**src/rtl/pla_pkg.sv**
```systemverilog
package pla_pkg;
  // Position of the two links of one input inside a term's AND row.
  localparam int LINK_TRUE = 0;
  localparam int LINK_COMP = 1;
  localparam int LINKS_PER_INPUT = 2;

  // One input's contribution to a product term: passes unless a set link
  // demands a literal value the input does not have.
  function automatic logic literal_pass(input logic [1:0] links, input logic x);
    return (~links[LINK_TRUE] | x) & (~links[LINK_COMP] | ~x);
  endfunction
endpackage

```
**src/rtl/pla_link_bank.sv**
```systemverilog
module pla_link_bank #(
  parameter int N_IN   = 8,
  parameter int N_TERM = 16,
  parameter int N_OUT  = 4,
  parameter int TAW    = 4,
  parameter int ROW_W  = 2 * N_IN
) (
  input  logic                      clk,
  input  logic                      rst_n,
  input  logic                      wr_term,
  input  logic [TAW-1:0]            wr_addr,
  input  logic [ROW_W-1:0]          wr_and_row,
  input  logic [N_OUT-1:0]          wr_or_col,
  input  logic                      wr_inv,
  input  logic [N_OUT-1:0]          wr_inv_flags,
  output logic [N_TERM*ROW_W-1:0]   and_links,
  output logic [N_TERM*N_OUT-1:0]   or_links,
  output logic [N_OUT-1:0]          inv_links
);
  logic [N_TERM-1:0] row_en;

  for (genvar t = 0; t < N_TERM; t++) begin : g_row
    logic [ROW_W-1:0] and_q, and_d;
    logic [N_OUT-1:0] or_q, or_d;

    assign row_en[t] = wr_term && (wr_addr == TAW'(t));

    always_comb begin
      and_d = and_q;
      or_d  = or_q;
      if (row_en[t]) begin
        and_d = wr_and_row;
        or_d  = wr_or_col;
      end
    end

    always_ff @(posedge clk or negedge rst_n) begin
      if (!rst_n) begin
        and_q <= '0;
        or_q  <= '0;
      end else begin
        and_q <= and_d;
        or_q  <= or_d;
      end
    end

    assign and_links[t*ROW_W +: ROW_W] = and_q;
    assign or_links[t*N_OUT +: N_OUT]  = or_q;
  end

  logic [N_OUT-1:0] inv_q, inv_d;

  always_comb begin
    inv_d = inv_q;
    if (wr_inv) inv_d = wr_inv_flags;
  end

  always_ff @(posedge clk or negedge rst_n) begin
    if (!rst_n) inv_q <= '0;
    else        inv_q <= inv_d;
  end

  assign inv_links = inv_q;
endmodule

```
**src/rtl/pla_and_plane.sv**
```systemverilog
module pla_and_plane
  import pla_pkg::*;
#(
  parameter int N_IN   = 8,
  parameter int N_TERM = 16,
  parameter int ROW_W  = 2 * N_IN
) (
  input  logic [N_IN-1:0]          in_vec,
  input  logic [N_TERM*ROW_W-1:0]  and_links,
  output logic [N_TERM-1:0]        term_vec
);
  for (genvar t = 0; t < N_TERM; t++) begin : g_term
    logic [N_IN-1:0] lit_ok;
    for (genvar i = 0; i < N_IN; i++) begin : g_lit
      assign lit_ok[i] = literal_pass(
        and_links[t*ROW_W + i*LINKS_PER_INPUT +: LINKS_PER_INPUT], in_vec[i]);
    end
    assign term_vec[t] = &lit_ok;
  end
endmodule

```
**src/rtl/pla_or_plane.sv**
```systemverilog
module pla_or_plane #(
  parameter int N_TERM = 16,
  parameter int N_OUT  = 4
) (
  input  logic [N_TERM-1:0]        term_vec,
  input  logic [N_TERM*N_OUT-1:0]  or_links,
  input  logic [N_OUT-1:0]         inv_links,
  output logic [N_OUT-1:0]         out_vec
);
  for (genvar j = 0; j < N_OUT; j++) begin : g_out
    logic [N_TERM-1:0] conn;
    logic              sum;
    for (genvar t = 0; t < N_TERM; t++) begin : g_col
      assign conn[t] = or_links[t*N_OUT + j];
    end
    assign sum        = |(term_vec & conn);
    assign out_vec[j] = sum ^ inv_links[j];
  end
endmodule

```
**src/rtl/pla_core.sv**
```systemverilog
module pla_core #(
  parameter int N_IN   = 8,
  parameter int N_TERM = 16,
  parameter int N_OUT  = 4,
  parameter int TAW    = (N_TERM > 1) ? $clog2(N_TERM) : 1
) (
  input  logic                  clk,
  input  logic                  rst_n,
  input  logic                  cfg_wr_term,
  input  logic [TAW-1:0]        cfg_addr,
  input  logic [2*N_IN-1:0]     cfg_and_row,
  input  logic [N_OUT-1:0]      cfg_or_col,
  input  logic                  cfg_wr_inv,
  input  logic [N_OUT-1:0]      cfg_inv_flags,
  input  logic [TAW-1:0]        rd_addr,
  output logic [2*N_IN-1:0]     rd_and,
  output logic [N_OUT-1:0]      rd_or,
  output logic [N_OUT-1:0]      rd_inv,
  input  logic [N_IN-1:0]       in_vec,
  output logic [N_OUT-1:0]      out_vec
);
  localparam int ROW_W = 2 * N_IN;

  // Reset: asserted asynchronously, released through two flops.
  logic rst_meta_q, rst_sync_q;
  always_ff @(posedge clk or negedge rst_n) begin
    if (!rst_n) begin
      rst_meta_q <= 1'b0;
      rst_sync_q <= 1'b0;
    end else begin
      rst_meta_q <= 1'b1;
      rst_sync_q <= rst_meta_q;
    end
  end

  logic [N_TERM*ROW_W-1:0] and_links;
  logic [N_TERM*N_OUT-1:0] or_links;
  logic [N_OUT-1:0]        inv_links;
  logic [N_TERM-1:0]       term_vec;

  pla_link_bank #(
    .N_IN(N_IN), .N_TERM(N_TERM), .N_OUT(N_OUT), .TAW(TAW), .ROW_W(ROW_W)
  ) u_bank (
    .clk          (clk),
    .rst_n        (rst_sync_q),
    .wr_term      (cfg_wr_term),
    .wr_addr      (cfg_addr),
    .wr_and_row   (cfg_and_row),
    .wr_or_col    (cfg_or_col),
    .wr_inv       (cfg_wr_inv),
    .wr_inv_flags (cfg_inv_flags),
    .and_links    (and_links),
    .or_links     (or_links),
    .inv_links    (inv_links)
  );

  pla_and_plane #(
    .N_IN(N_IN), .N_TERM(N_TERM), .ROW_W(ROW_W)
  ) u_and (
    .in_vec    (in_vec),
    .and_links (and_links),
    .term_vec  (term_vec)
  );

  pla_or_plane #(
    .N_TERM(N_TERM), .N_OUT(N_OUT)
  ) u_or (
    .term_vec  (term_vec),
    .or_links  (or_links),
    .inv_links (inv_links),
    .out_vec   (out_vec)
  );

  // Readback: an address past the last term selects nothing and reads zero.
  always_comb begin
    rd_and = '0;
    rd_or  = '0;
    for (int t = 0; t < N_TERM; t++) begin
      if (rd_addr == TAW'(t)) begin
        rd_and = and_links[t*ROW_W +: ROW_W];
        rd_or  = or_links[t*N_OUT +: N_OUT];
      end
    end
  end

  assign rd_inv = inv_links;
endmodule

```
**config.mk**
```make
export PLATFORM = sky130hd
export DESIGN_NAME = pla_core
export DESIGN_NICKNAME = d
export VERILOG_FILES = /design/src/rtl/pla_pkg.sv /design/src/rtl/pla_link_bank.sv /design/src/rtl/pla_and_plane.sv /design/src/rtl/pla_or_plane.sv /design/src/rtl/pla_core.sv
export SDC_FILE = /design/constraint.sdc
export NUM_CORES = 1
export LEC_CHECK = 0
export BUFFER_PORTS_ARGS = -buffer_cell sky130_fd_sc_hd__buf_2
export CAP_MARGIN = 0
export CORE_MARGIN = 1.5
export CORE_UTILIZATION = 60
export DETAILED_ROUTE_END_ITERATION = 7
export GPL_TIMING_DRIVEN = 0
export MAX_ROUTING_LAYER = met4
export PLACE_DENSITY = 0.75
export SYNTH_ARGS = -nofsm -noshare
export SYNTH_HDL_FRONTEND = slang
export SYNTH_SLANG_ARGS = --single-unit
```
**constraint.sdc**
```tcl
create_clock -name clk -period 23.4 [get_ports clk]
set_input_delay 4.68 -clock clk [delete_from_list [all_inputs] [get_ports clk]]
set_output_delay 4.68 -clock clk [all_outputs]
set_load 0.01 [all_outputs]
```
# Word-level counts from Yosys, hierarchy flattened
# Cells that the tools add are included.
[op_classes] n_eq_ne=30 mux=32 bitwise=656 n_reduce_logical=38
[op_table] operator="$not 1->1" count=264
[op_table] operator="$mux 16" count=16
[op_table] operator="$or 1x1->1" count=256
[op_table] operator="$and 1x1->1" count=128
[op_table] operator="$reduce_and 8->1" count=16
[op_table] operator="$and 16x16->16" count=4
[op_table] operator="$eq 4x4->1 const B" count=16
[op_table] operator="$mux 4" count=16
[op_table] operator="$reduce_or 16->1" count=4
[op_table] operator="$eq 4x3->1 const B" count=8
[op_table] operator="$eq 4x2->1 const B" count=4
[op_table] operator="$logic_and 1x1->1" count=16
[op_table] operator="$eq 4x1->1 const B" count=2
[op_table] operator="$logic_not 4->1" count=2
[op_table] operator="$xor 1x1->1" count=4
[totals] regBits=326 input_bits=44 word_cells=791

# Longest topological paths before layout
[depth] word_depth=17 depth_mapped=10 depth_no_buf=7

# By module
# Synthesis repeated with hierarchy kept, for this count alone.
[hier_totals] cells_unflattened=1449 area_unflattened_um2=17974.7
[modules_own_cells] module="pla_link_bank" n_inst=1 cells_each=724 area_per_inst_um2=12393.1 seq_area_each_um2=8107.8
[modules_own_cells] module="pla_core" n_inst=1 cells_each=493 area_per_inst_um2=3469.6 seq_area_each_um2=50.0
[modules_own_cells] module="pla_and_plane" n_inst=1 cells_each=192 area_per_inst_um2=1734.2 seq_area_each_um2=0.0
[modules_own_cells] module="pla_or_plane" n_inst=1 cells_each=40 area_per_inst_um2=377.9 seq_area_each_um2=0.0

# Worst setup path before layout
# Ideal clock, no wire load.
[synth_timing] path_kind="in2out" from="input port in_vec[3]" to="output port out_vec[1]" arrival_ns=6.108 required_time_ns=18.720 slack_ns=12.612 path_stages=9 path_cell_list="buf_2 > buf_6 > mux2i_1 > nand2_1 > nor4_2 > a22oi_1 > nand4_1 > nor2_1 > xnor2_1"
[synth_between] elab_chain_cells=7 elab_cells_between_ends=68 classes_between="bitwise: 51; reduce/logical: 17"
[synth_lines] item="from (decl)" line_no="pla_core.sv:19" rtl="input logic [N_IN-1:0] in_vec,"
[synth_lines] item="$not 1->1" line_no="pla_pkg.sv:10" rtl="return (~links[LINK_TRUE] | x) & (~links[LINK_COMP] | ~x);"
[synth_lines] item="$or 1x1->1" line_no="pla_pkg.sv:10"
[synth_lines] item="$and 1x1->1" line_no="pla_pkg.sv:10"
[synth_lines] item="$reduce_and 8->1" line_no="pla_and_plane.sv:18" rtl="assign term_vec[t] = &lit_ok;"
[synth_lines] item="$and 16x16->16 *" line_no="pla_or_plane.sv:16" rtl="assign sum = |(term_vec & conn);"
[synth_lines] item="$reduce_or 16->1 *" line_no="pla_or_plane.sv:16"
[synth_lines] item="$xor 1x1->1 *" line_no="pla_or_plane.sv:17" rtl="assign out_vec[j] = sum ^ inv_links[j];"
[synth_lines] item="to (decl)" line_no="pla_core.sv:20" rtl="output logic [N_OUT-1:0] out_vec"
# Mark *: on every way between the ends. The rest lies on a longest branch, timed or not.

# Final worst setup path
[layout_timing] from="input port in_vec[3]" to="output port out_vec[2]"
# The elaborated chain is that of the path after synthesis.

==> results.sh <==
export IMPL_min_delay_path_class="reg2async"
export IMPL_hpwlAfterDp_um=47500
export IMPL_timing_final_crit_share_pct=52.6
export IMPL_place_detailed_instances=1937
export IMPL_floorplan_initialDensity_pct=61.1
export IMPL_p_int_mw=1.25
export IMPL_clock_skew_ns=0.0186
export IMPL_cp_data_arrival_time_ns=7.63
export IMPL_post_cts_setup_buffers=0
export IMPL_clk_latency_ns=0.54
export IMPL_worst_ep_required_time_ns=18.72
export IMPL_crit_path_max_cell_delay_ns=0.97
export IMPL_insertedDiodeCount=0
export IMPL_timing_max_transition_violations_final=0
export IMPL_tns_ns=0
export IMPL_antenna_found_initial=0
export IMPL_p_total_mw=1.83
export IMPL_number_of_design_rule_violations_left_by_the_first_detailed_router_iteration=1878
export IMPL_fin_nets=1635
export IMPL_ctsHtreeMaxLevel=2
export IMPL_num_rows=62
export IMPL_worst_r2r_path_depth=4
export IMPL_post_synth_top_count_cell="sky130_fd_sc_hd__dfrtp_1"
export IMPL_root_buffer="sky130_fd_sc_hd__clkbuf_16"
export IMPL_placed_cell_area_mm2=0.0185
export IMPL_ys_seq_elements=326
export IMPL_ios=72
export IMPL_grt_overflow_total=0
export IMPL_yosys_area_top_type_share_pct=46.4
export IMPL_clk_transition_reported_paths_ns=0.06
export IMPL_ys_dominant_reg_cell="sky130_fd_sc_hd__dfrtp_1"
export IMPL_relSlewSlack_pct=13.3
export IMPL_critPathCaptureType="output pin"
export IMPL_core_area_mm2=0.0288
export IMPL_clock_share_of_power_pct=32.9
export IMPL_pwr_density_cell_mw_per_mm2=92.8
export IMPL_detailroute_via_count=14000
export IMPL_via_count_of_the_first_global_routing_pass=13600
export IMPL_area_growth_synth_to_final_pct=12.3
export IMPL_worst_pin_slew_ns=1.29
export IMPL_cts_repair_resized=0
export IMPL_post_route_cell_area_mm2=0.0197
export IMPL_critical_path_startpoint="in_vec[3]"
export IMPL_clock_tree_buffer_depth=3
export IMPL_crit_family="simple AND/OR/NAND/NOR gates"
export IMPL_async_flop_share_pct=100
export IMPL_cpMostUsedCell="sky130_fd_sc_hd__buf_2"
export IMPL_drtAntennaViolNets=0
export IMPL_place_congestion=1.06
export IMPL_post_synth_inst_count=1487
export IMPL_power_frac_seq_pct=44.6
export IMPL_placement_io_buffers=61
export IMPL_pwr_share_comb_pct=22.5
export IMPL_die_area_mm2=0.0303
export IMPL_fin_cells=2001
export IMPL_mappedNetlistArea_mm2=0.0176
export IMPL_detail_routed_net_length_per_standard_cell_um=31.8
export IMPL_worst_setup_path_start_kind="primary input"
export IMPL_ys_top_cells_by_area="sky130_fd_sc_hd__dfrtp_1 46%, sky130_fd_sc_hd__mux2_2 16%, sky130_fd_sc_hd__mux2i_1 9.6%"
export IMPL_synth_commonest_cells="326 x sky130_fd_sc_hd__dfrtp_1, 253 x sky130_fd_sc_hd__mux2_2, 168 x sky130_fd_sc_hd__mux2i_1"
export IMPL_drc_viols=0
export IMPL_final_period_minus_worst_setup_slack_ns=12.31
export IMPL_synth_net_count=1531
export IMPL_die_width_um=174
export IMPL_net_switching_power_mw=0.579
export IMPL_tritoncts="yes"
export IMPL_ir_drop_uv=76.0
export IMPL_critical_path_slowest_cell="sky130_fd_sc_hd__nor4_2"
export IMPL_routed_wirelength_um=63700
export IMPL_synth_warning_count=0
export IMPL_timing_rr_end="u_bank.g_row[0].and_q[6]$_DFFE_PN0P_"
export IMPL_final_count_of_hold_timing_violations=0
export IMPL_drt_pre_antenna_iters=6
export IMPL_leakagePower_nw=8.70
export IMPL_maxCapViolCount=0
export IMPL_rsz0062_at_grt="false"
export IMPL_status="completed"
export IMPL_drt_vias_per_instance=6.99
export IMPL_cts_sink_count=326
export IMPL_clock_buffers_created_by_tritoncts=36
export IMPL_worst_path_buf_inv=3
export IMPL_die_h_um=174
export IMPL_yosysUniqueCellTypes=59
export IMPL_worstPathMaxFanout=10
export IMPL_synth_edff_count=0
export IMPL_grt_start_max_net_pins=70
export IMPL_ff2ff_setup_slack_ns=21.39
export IMPL_max_clock_freq_mhz=81.3
export IMPL_synth_yosys_seq_area_share_pct=46.4
export IMPL_final_layout_size_suffix_gt1_share_pct=29.3
export IMPL_final_setup_viol_count=0
export IMPL_postCtsHoldBufs=0
export IMPL_yosysTopAreaCell="sky130_fd_sc_hd__dfrtp_1"
export IMPL_syn_mean_instance_area_um2=11.8
export IMPL_grt_use_total_pct=44.0
export IMPL_timing_worst_setup_path_type="in2out"
export IMPL_beginning_of_the_worst_register_to_register_path="rst_sync_q$_DFF_PN0_"
export IMPL_switching_share_pct=31.6
export IMPL_global_route_wire_length_before_repair_um=92900
export IMPL_worstPathCellList="buf_2, buf_6, mux2i_1, nand2_1, nor4_2, a22oi_1, nand4_1, nor2_1, xnor2_1, buf_2"
==> state kept, by name (all words and copies together) (netlist names) <==
register and flops:
rst_meta_q 1, rst_sync_q 1, u_bank.g_row.or_q 64, u_bank.inv_links 4
u_bank.g_row.and_q 256
==> area by class of cell <==
class                           instances  area, µm²
Buffer                                122        674
Fill cell                            2231       9040
Tap cell                              384        480
Clock inverter                         13        200
Multi-Input combinational cell       1028       8710
Clock buffer                           51       1030
Sequential cell                       326       8160
Inverter                               11       41.3
Timing Repair Buffer                   66        443
==> cells by family after synthesis <==
family | Yosys count | synth area share (%)
xor gates and xnor gates | 4 | 0.199
muxes | 511 | 32.8
other | 1 | 0.0213
DFF | 326 | 46.4
AOI/OAI and AO/OA | 274 | 9.89
buffers and inverters | 133 | 4.07
and+or+nand+nor | 238 | 6.66
==> worst register-to-register path, cell delays in order (launching register included) <==
cell and delay (ns):
sky130_fd_sc_hd__dfrtp_4 0.79, sky130_fd_sc_hd__buf_16 0.31, sky130_fd_sc_hd__buf_16 0.31, sky130_fd_sc_hd__buf_16 0.35, sky130_fd_sc_hd__buf_16 0.35
==> placed cells by master, fill, tap and decap left out, types with 4 or more instances in the layout <==
cell,Yosys,layout
sky130_fd_sc_hd__o21ai_0,55,55
sky130_fd_sc_hd__nand2_1,75,75
sky130_fd_sc_hd__dfrtp_1,326,325
sky130_fd_sc_hd__a211oi_1,8,8
sky130_fd_sc_hd__xnor2_1,4,4
sky130_fd_sc_hd__o21ai_1,41,41
sky130_fd_sc_hd__buf_6,18,18
sky130_fd_sc_hd__clkbuf_1,55,64
sky130_fd_sc_hd__clkbuf_8,0,5
sky130_fd_sc_hd__nand3_1,7,7
sky130_fd_sc_hd__a21o_1,4,4
sky130_fd_sc_hd__nor4_2,9,9
sky130_fd_sc_hd__a221oi_1,12,12
sky130_fd_sc_hd__buf_16,0,5
sky130_fd_sc_hd__nand4_1,20,20
sky130_fd_sc_hd__buf_4,13,13
sky130_fd_sc_hd__a21oi_1,46,46
sky130_fd_sc_hd__mux2_2,253,253
sky130_fd_sc_hd__a22oi_1,33,33
sky130_fd_sc_hd__bufinv_16,0,5
sky130_fd_sc_hd__clkinv_2,0,5
sky130_fd_sc_hd__a31oi_1,6,6
sky130_fd_sc_hd__mux2i_1,168,168
sky130_fd_sc_hd__mux2_1,71,71
sky130_fd_sc_hd__o22ai_1,25,25
sky130_fd_sc_hd__mux4_2,19,19
sky130_fd_sc_hd__buf_1,10,10
sky130_fd_sc_hd__clkbuf_16,0,37
sky130_fd_sc_hd__inv_1,9,9
sky130_fd_sc_hd__nor2_1,86,86
sky130_fd_sc_hd__nor3_1,8,8
sky130_fd_sc_hd__o221ai_1,4,4
sky130_fd_sc_hd__o211ai_1,11,11
sky130_fd_sc_hd__buf_2,26,87
sky130_fd_sc_hd__nand2b_1,12,12
==> per-stage QoR <==
stage                     setup WS, ns  utilization [%]  hold WS, ns
final                            11.09             68.6        0.332
after global routing             11.11             68.6        0.359
after CTS                        11.29             68.6        0.354
after detailed placement         11.31             64.3        0.342
after global placement            9.93             63.8        0.338
after floorplan                  12.61                -        0.331
==> worst max path at each step <==
stage	to	slack [ns]	cells after the start
final	out_vec[2]	11.09	10
after CTS	out_vec[2]	11.29	10
after detailed placement	out_vec[2]	11.31	10
after floorplan	out_vec[1]	12.61	9
after global placement	u_bank.g_row[0].and_q[7]$_DFFE_PN0P_	9.93	0
after global routing	out_vec[2]	11.11	10
==> power groups by stage <==
stage	Sequential (mW)	Clock (mW)	Combinational, mW
6_report	0.817	0.602	0.413
5_1_grt	0.829	0.624	0.437
4_1_cts	0.810	0.600	0.404
3_5_place_dp	0.819	0	0.402
3_3_place_gp	0.822	0	0.378
2_1_floorplan	0.782	0	0.278
==> layer usage <==
layer  part of all wire, %  GRT usage (%)  routed length (µm)  up-vias
met3                    12           10.5                7360      221
li1                      -              -                   -     5722
met5                     0              -                   0        -
met4                   6.3           23.4                4000        0
met1                    40           59.4               25400     7047
met2                    42           61.5               27000      992
Power figures use the tool's default switching activity.
